**src/rtl/puf_seq_pkg.sv**
```systemverilog
package puf_seq_pkg;

  typedef enum logic [1:0] {
    PH_IDLE = 2'd0,
    PH_REQ  = 2'd1,
    PH_GAP  = 2'd2
  } phase_state_t;

  function automatic logic [63:0] bit_at(input int unsigned pos);
    bit_at = 64'd1 << (pos - 1);
  endfunction

  // Feedback tap mask for a maximal-length shift register of width n.
  function automatic logic [63:0] lfsr_taps(input int unsigned n);
    case (n)
      4:  lfsr_taps = bit_at(4)  | bit_at(3);
      5:  lfsr_taps = bit_at(5)  | bit_at(3);
      6:  lfsr_taps = bit_at(6)  | bit_at(5);
      7:  lfsr_taps = bit_at(7)  | bit_at(6);
      8:  lfsr_taps = bit_at(8)  | bit_at(6)  | bit_at(5)  | bit_at(4);
      9:  lfsr_taps = bit_at(9)  | bit_at(5);
      10: lfsr_taps = bit_at(10) | bit_at(7);
      11: lfsr_taps = bit_at(11) | bit_at(9);
      12: lfsr_taps = bit_at(12) | bit_at(6)  | bit_at(4)  | bit_at(1);
      16: lfsr_taps = bit_at(16) | bit_at(15) | bit_at(13) | bit_at(4);
      24: lfsr_taps = bit_at(24) | bit_at(23) | bit_at(22) | bit_at(17);
      32: lfsr_taps = bit_at(32) | bit_at(22) | bit_at(2)  | bit_at(1);
      default: lfsr_taps = bit_at(n) | bit_at(n - 1);
    endcase
  endfunction

  function automatic int unsigned popcount64(input logic [63:0] v);
    int unsigned acc;
    acc = 0;
    for (int i = 0; i < 64; i++) acc += int'(v[i]);
    return acc;
  endfunction

endpackage

```
**src/rtl/puf_lfsr_mixer.sv**
```systemverilog
module puf_lfsr_mixer #(
  parameter int unsigned CHAL_W = 16
) (
  input  logic              clk,
  input  logic              rst,
  input  logic              load,
  input  logic [CHAL_W-1:0] seed,
  input  logic              step,
  output logic [CHAL_W-1:0] chal
);
  import puf_seq_pkg::*;

  localparam logic [63:0]       TAP_ALL   = lfsr_taps(CHAL_W);
  localparam logic [CHAL_W-1:0] TAPS      = TAP_ALL[CHAL_W-1:0];
  localparam logic [CHAL_W-1:0] ZERO_SUB  = CHAL_W'(1);

  logic [CHAL_W-1:0] chal_q;
  logic [CHAL_W-1:0] chal_next;
  logic [CHAL_W-1:0] seed_safe;
  logic              feedback;

  assign feedback  = ^(chal_q & TAPS);
  assign chal_next = {chal_q[CHAL_W-2:0], feedback};
  assign seed_safe = (seed == '0) ? ZERO_SUB : seed;

  always_ff @(posedge clk) begin
    if (rst)       chal_q <= '0;
    else if (load) chal_q <= seed_safe;
    else if (step) chal_q <= chal_next;
  end

  assign chal = chal_q;
endmodule

```
**src/rtl/puf_phase_ctrl.sv**
```systemverilog
module puf_phase_ctrl #(
  parameter int unsigned RESP_W = 32
) (
  input  logic                  clk,
  input  logic                  rst,
  input  logic                  start,
  input  logic                  mode_enroll,
  input  logic                  race_valid,
  output logic                  load,
  output logic                  capture,
  output logic                  last,
  output logic                  race_req,
  output logic                  busy,
  output logic                  run_enroll,
  output logic [$clog2(RESP_W)-1:0] phase_cnt
);
  import puf_seq_pkg::*;

  localparam int unsigned PH_W = $clog2(RESP_W);
  localparam logic [PH_W-1:0] LAST_PHASE = PH_W'(RESP_W - 1);

  phase_state_t      state_q;
  logic [PH_W-1:0]   cnt_q;
  logic              enroll_q;

  assign load     = (state_q == PH_IDLE) && start;
  assign capture  = (state_q == PH_REQ) && race_valid;
  assign last     = capture && (cnt_q == LAST_PHASE);
  assign race_req = (state_q == PH_REQ);
  assign busy     = (state_q != PH_IDLE);

  always_ff @(posedge clk) begin
    if (rst) begin
      state_q  <= PH_IDLE;
      cnt_q    <= '0;
      enroll_q <= 1'b0;
    end else begin
      case (state_q)
        PH_IDLE: if (start) begin
          state_q  <= PH_REQ;
          cnt_q    <= '0;
          enroll_q <= mode_enroll;
        end
        PH_REQ: if (race_valid) begin
          if (cnt_q == LAST_PHASE) begin
            state_q <= PH_IDLE;
            cnt_q   <= '0;
          end else begin
            state_q <= PH_GAP;
            cnt_q   <= cnt_q + 1'b1;
          end
        end
        PH_GAP:  state_q <= PH_REQ;
        default: state_q <= PH_IDLE;
      endcase
    end
  end

  assign run_enroll = enroll_q;
  assign phase_cnt  = cnt_q;
endmodule

```
**src/rtl/puf_resp_match.sv**
```systemverilog
module puf_resp_match #(
  parameter int unsigned RESP_W = 32,
  parameter int unsigned DIST_W = 6
) (
  input  logic              clk,
  input  logic              rst,
  input  logic              capture,
  input  logic              last,
  input  logic              race_bit,
  input  logic              run_enroll,
  input  logic [DIST_W-1:0] threshold,
  output logic [RESP_W-1:0] response,
  output logic              done,
  output logic              match,
  output logic [DIST_W-1:0] distance
);
  import puf_seq_pkg::*;

  logic [RESP_W-1:0] resp_q;
  logic [RESP_W-1:0] ref_q;
  logic [RESP_W-1:0] resp_next;
  logic [DIST_W-1:0] dist_next;
  logic              done_q;
  logic              match_q;
  logic [DIST_W-1:0] dist_q;

  assign resp_next = {resp_q[RESP_W-2:0], race_bit};
  assign dist_next = DIST_W'(popcount64(64'(resp_next ^ ref_q)));

  always_ff @(posedge clk) begin
    if (rst) begin
      resp_q  <= '0;
      ref_q   <= '0;
      done_q  <= 1'b0;
      match_q <= 1'b0;
      dist_q  <= '0;
    end else begin
      done_q <= last;
      if (capture) resp_q <= resp_next;
      if (last) begin
        if (run_enroll) begin
          ref_q   <= resp_next;
          match_q <= 1'b0;
          dist_q  <= '0;
        end else begin
          match_q <= (dist_next <= threshold);
          dist_q  <= dist_next;
        end
      end
    end
  end

  assign response = resp_q;
  assign done     = done_q;
  assign match    = match_q;
  assign distance = dist_q;
endmodule

```
**src/rtl/puf_auth_seq.sv**
```systemverilog
module puf_auth_seq #(
  parameter int unsigned CHAL_W = 16,
  parameter int unsigned RESP_W = 32,
  parameter int unsigned DIST_W = $clog2(RESP_W + 1)
) (
  input  logic              clk,
  input  logic              rst,
  input  logic              start,
  input  logic              mode_enroll,
  input  logic [CHAL_W-1:0] seed,
  input  logic [DIST_W-1:0] threshold,
  output logic              race_req,
  output logic [CHAL_W-1:0] race_chal,
  input  logic              race_valid,
  input  logic              race_bit,
  output logic              busy,
  output logic              done,
  output logic              match,
  output logic [DIST_W-1:0] distance,
  output logic [RESP_W-1:0] response
);
  localparam int unsigned PH_W = $clog2(RESP_W);

  logic            load_ev;
  logic            capture_ev;
  logic            last_ev;
  logic            run_enroll;
  logic [PH_W-1:0] phase_cnt;

  puf_phase_ctrl #(.RESP_W(RESP_W)) u_ctrl (
    .clk(clk), .rst(rst), .start(start), .mode_enroll(mode_enroll),
    .race_valid(race_valid), .load(load_ev), .capture(capture_ev),
    .last(last_ev), .race_req(race_req), .busy(busy),
    .run_enroll(run_enroll), .phase_cnt(phase_cnt)
  );

  puf_lfsr_mixer #(.CHAL_W(CHAL_W)) u_mix (
    .clk(clk), .rst(rst), .load(load_ev), .seed(seed),
    .step(capture_ev), .chal(race_chal)
  );

  puf_resp_match #(.RESP_W(RESP_W), .DIST_W(DIST_W)) u_cmp (
    .clk(clk), .rst(rst), .capture(capture_ev), .last(last_ev),
    .race_bit(race_bit), .run_enroll(run_enroll), .threshold(threshold),
    .response(response), .done(done), .match(match), .distance(distance)
  );
endmodule

```
**config.mk**
```make
export PLATFORM = sky130hd
export DESIGN_NAME = puf_auth_seq
export DESIGN_NICKNAME = d
export VERILOG_FILES = /design/src/rtl/puf_seq_pkg.sv /design/src/rtl/puf_lfsr_mixer.sv /design/src/rtl/puf_phase_ctrl.sv /design/src/rtl/puf_resp_match.sv /design/src/rtl/puf_auth_seq.sv
export SDC_FILE = /design/constraint.sdc
export NUM_CORES = 1
export LEC_CHECK = 0
export CORE_AREA = 2 2 109 111
export CTS_CLUSTER_SIZE = 30
export DETAILED_ROUTE_END_ITERATION = 8
export DIE_AREA = 0 0 111 113
export GPL_TIMING_DRIVEN = 0
export MAX_ROUTING_LAYER = met4
export PLACE_DENSITY = 0.79
export SETUP_SLACK_MARGIN = 0.15
export SYNTH_ARGS = -nofsm -noshare
export SYNTH_HDL_FRONTEND = slang
export SYNTH_HIERARCHICAL = 1
export SYNTH_SLANG_ARGS = --single-unit
```
**constraint.sdc**
```tcl
create_clock -name clk -period 7.07 [get_ports clk]
set_input_delay 1.0605 -clock clk [delete_from_list [all_inputs] [get_ports clk]]
set_output_delay 1.0605 -clock clk [all_outputs]
set_load 0.05 [all_outputs]
```
==> results.md <==
* Outcome: finished, final reports clean
* Post-CTS setup buffers at 0
* Reg clk slew, reported paths at approximately 0.06 ns
* Top cells by area, synth: dfxtp_1 39%, fa_1 9.7%, mux2i_1 9.7%
* Critical path endpoint: u_cmp/match
* Worst Tran Pin Value at 0.546 ns
* Startpoint class of the critical path: input port
* CORE AREA at between 0.01 and 0.015 sq mm
* Crit path cell chain: dlymetal6s2s_1 > xnor2_1 > fa_1 > inv_1 > fa_1 > fa_1 > fa_1 > inv_1 > fa_1 > fa_1 > inv_1 > ha_1 > fa_1 > nand3_1 > and2_1 > xnor2_1 > ha_1 > nand4_1 > o32a_1 > o32ai_1
* Post-Route Utilization at approximately 56%
* Ant diodes at 0
* LEAKAGE at 2.59 nW
* Period utilisation layout at 91.7%
* Critical path required time at 7.32 ns
* Final Cell Area at 0.00635 sq mm
* Top_reg_cell synth: dfxtp_1
* Tmin final at around 6.5 ns
* Num rows at 39
* FF/Latch Area at 0.00192 sq mm
* Max incr delay on CP at 0.56 ns
* Vias/cell at a little over 5
* Placer Congestion at 0.804
* First-pass GRT wire length at approximately 19000 um
* Final Setup Violations at 0
* DIE AREA at 0.0125 sq mm
* Final hold violations at 0
* Synth cell types at 45
* EDFF count, synth at 0
* Slew Viols, Final at 0
* Number of DRC markers in iteration 0 at 221
* Total negative slack at 0 ns
* Worst-path fanout max at 3
* CP arrival at 6.73 ns
* Overflow after GRT at 0
* Routed Wire Length at approximately 11000 um
* Setup ws final at roughly 0.59 ns
* Worst Hold Class: reg2reg
* Via count at 4010
* WS Path Type: in2reg
* Synth Cell Area at 0.00496 sq mm
* Most common cell in the synthesized netlist: dfxtp_1
* DP HPWL at between 8000 and 9000 um
* Share of cells above drive strength 1 at between 6 and 7%
* Synth Register Bits at between 90 and 100
* Routed Antenna Nets at 0
* Crit end category: register
* Max-Cap Viols at 0
* Syn nets at just over 600
* Buf/Inv on CP at 4
* WP depth at 20
* Largest net degree at the start of global routing at 17
* Crit path launch: race_bit
* Starting Density at between 40% and 50%
* CTS Buffer Depth at 2
* Slew HR at 63.5%
* Syn Inst Count at ~540
* Skew final at 0.00821 ns
* Cell taking the most area after synthesis: dfxtp_1
* R2r startpoint: u_cmp/response[10]
* IR drop worst, VDD at 106 uV
* Fillers at 981
* Pre-Repair DR Iteration Count at 5
* Cts bufs inserted at 9
* Yosys top cell area share at 38.7%
* Drt wl/cell at 14.3 um
* R2r setup slk at 1.03 ns
* RSZ-0062 raised after global routing: false
* Seq/Total Area, Yosys at 38.7%
* H-tree depth at 3
* Reg2Reg Depth at 20
* Cell mode on critical path: fa_1
* Max Fclk at 154 MHz
* CTS tree: built
* Dpl cells at approximately 770
* Clk root buf: clkbuf_16
* Post-Layout Cell Count at between 700 and 800
* Dpl ws at -0.0297 ns
* Vias in the first global route at 3990
* # DRC at 0
* Area after DPL at 0.00599 sq mm
* Die X-Extent at about 110 um
* Average size of a mapped cell at 9.14 sq um
* Antenna violations before repair at 0
* Pwr Density at 200 mW/mm^2
* Die height at 113 um
* Area Overhead vs Synth at 27.9%
* Port Buffers at 85
* Synth cell count leaders: 96 x dfxtp_1, 70 x nor2_1, 68 x nand2_1, 60 x a21oi_1, 48 x mux2i_1
* Multi-input gate area at 0.00274 sq mm
* Pwr Total at 1.27 mW
* Synth warn at 6
* Slowest CP cell: fa_1
* Nets@finish at 706
* Async set or reset register ratio after synthesis at 0%
* Top delay family on crit path: adder cells
* IO Pins at 86
* Worst hold slack at 0.466 ns
* Capturing point of the worst reg2reg path: u_cmp/match
* GRT Util Overall at 18.8%
* CTS sink cnt at 96
* Clk Latency, worst-skew pair at 0.35 ns
final cells by class:
cell class / instances / area share, %
repair buffers: 85 / 13.4
clock inverters: 6 / 1.81
flip-flops and latches: 96 / 30.3
plain buffers: 30 / 2.74
clock buffers: 10 / 3.76
inverters: 34 / 2.01
multi-input cells: 383 / 43.2
well taps: 143 / 2.82
sequential cells by signal, summed over array words and instances, names as in the netlist:
name	cells
u_cmp/distance	6
u_cmp/done	1
u_ctrl/run_enroll	1
u_cmp/match	1
u_ctrl/phase_cnt	5
u_ctrl/state_q	2
u_mix/chal	16
u_cmp/response	32
u_cmp/ref_q	32
layout by cell type, fill, tap and decap left out, types with 9 or more instances in the layout:
cell / count
buf_2: 16
inv_1: 34
dfxtp_1: 96
mux2i_1: 48
ha_1: 15
clkdlybuf4s50_1: 84
xor2_1: 19
fa_1: 24
nor2_1: 70
nand2_1: 68
xnor2_1: 19
a21oi_1: 60
clkbuf_16: 9
metal layers:
layer | vias to the layer above | global-route usage (%) | share of wire [%]
met5 | - | - | 0
li1 | 1977 | - | -
met1 | 1894 | 21.7 | 43
met4 | 0 | 7.08 | 1.9
met3 | 20 | 4.39 | 5.8
met2 | 119 | 31.9 | 49
tightest hold or removal path: stages (launching register included):
cell     delay [ns]
dfxtp_1        0.32
nand2_1        0.05
a21oi_1        0.05
kinds of logic (layout without fill, tap and decap cells):
family                   Yosys count  in the layout  share of synthesized area, %
multiplexers                      49             49                          9.95
AND/OR/NAND/NOR                  175            175                          15.5
AO/OA/AOI/OAI                     82             82                          9.58
adder cells (fa/ha/maj)           39             39                          13.5
buffers and inverters             64            165                          6.07
flip-flops                        96             96                          38.7
XOR/XNOR                          38             38                          6.70
repair_timing:
action	CTS	global route
resized for setup	0	1
hold buffers	0	0
endpoints found under the setup margin	0	1
where the power goes:
group          switching [mW]  leakage, nW  internal (mW)
sequential            0.00845        0.776          0.549
clock                   0.211        0.169          0.357
combinational          0.0830         1.64         0.0591
worst min-delay path by stage:
stage                     cells after the start                 from  slack [ns]             endpoint
after floorplan                               1  u_ctrl/phase_cnt[3]        0.43  u_ctrl/phase_cnt[3]
after detailed placement                      2      u_cmp/ref_q[31]        0.46      u_cmp/ref_q[31]
after global routing                          2      u_cmp/ref_q[27]        0.49      u_cmp/ref_q[27]
after global placement                        1  u_ctrl/phase_cnt[3]        0.45  u_ctrl/phase_cnt[3]
final                                         2       u_cmp/ref_q[0]        0.47       u_cmp/ref_q[0]
after CTS                                     2       u_cmp/ref_q[0]        0.47       u_cmp/ref_q[0]
Note: power is estimated with default switching activity, not from simulation.
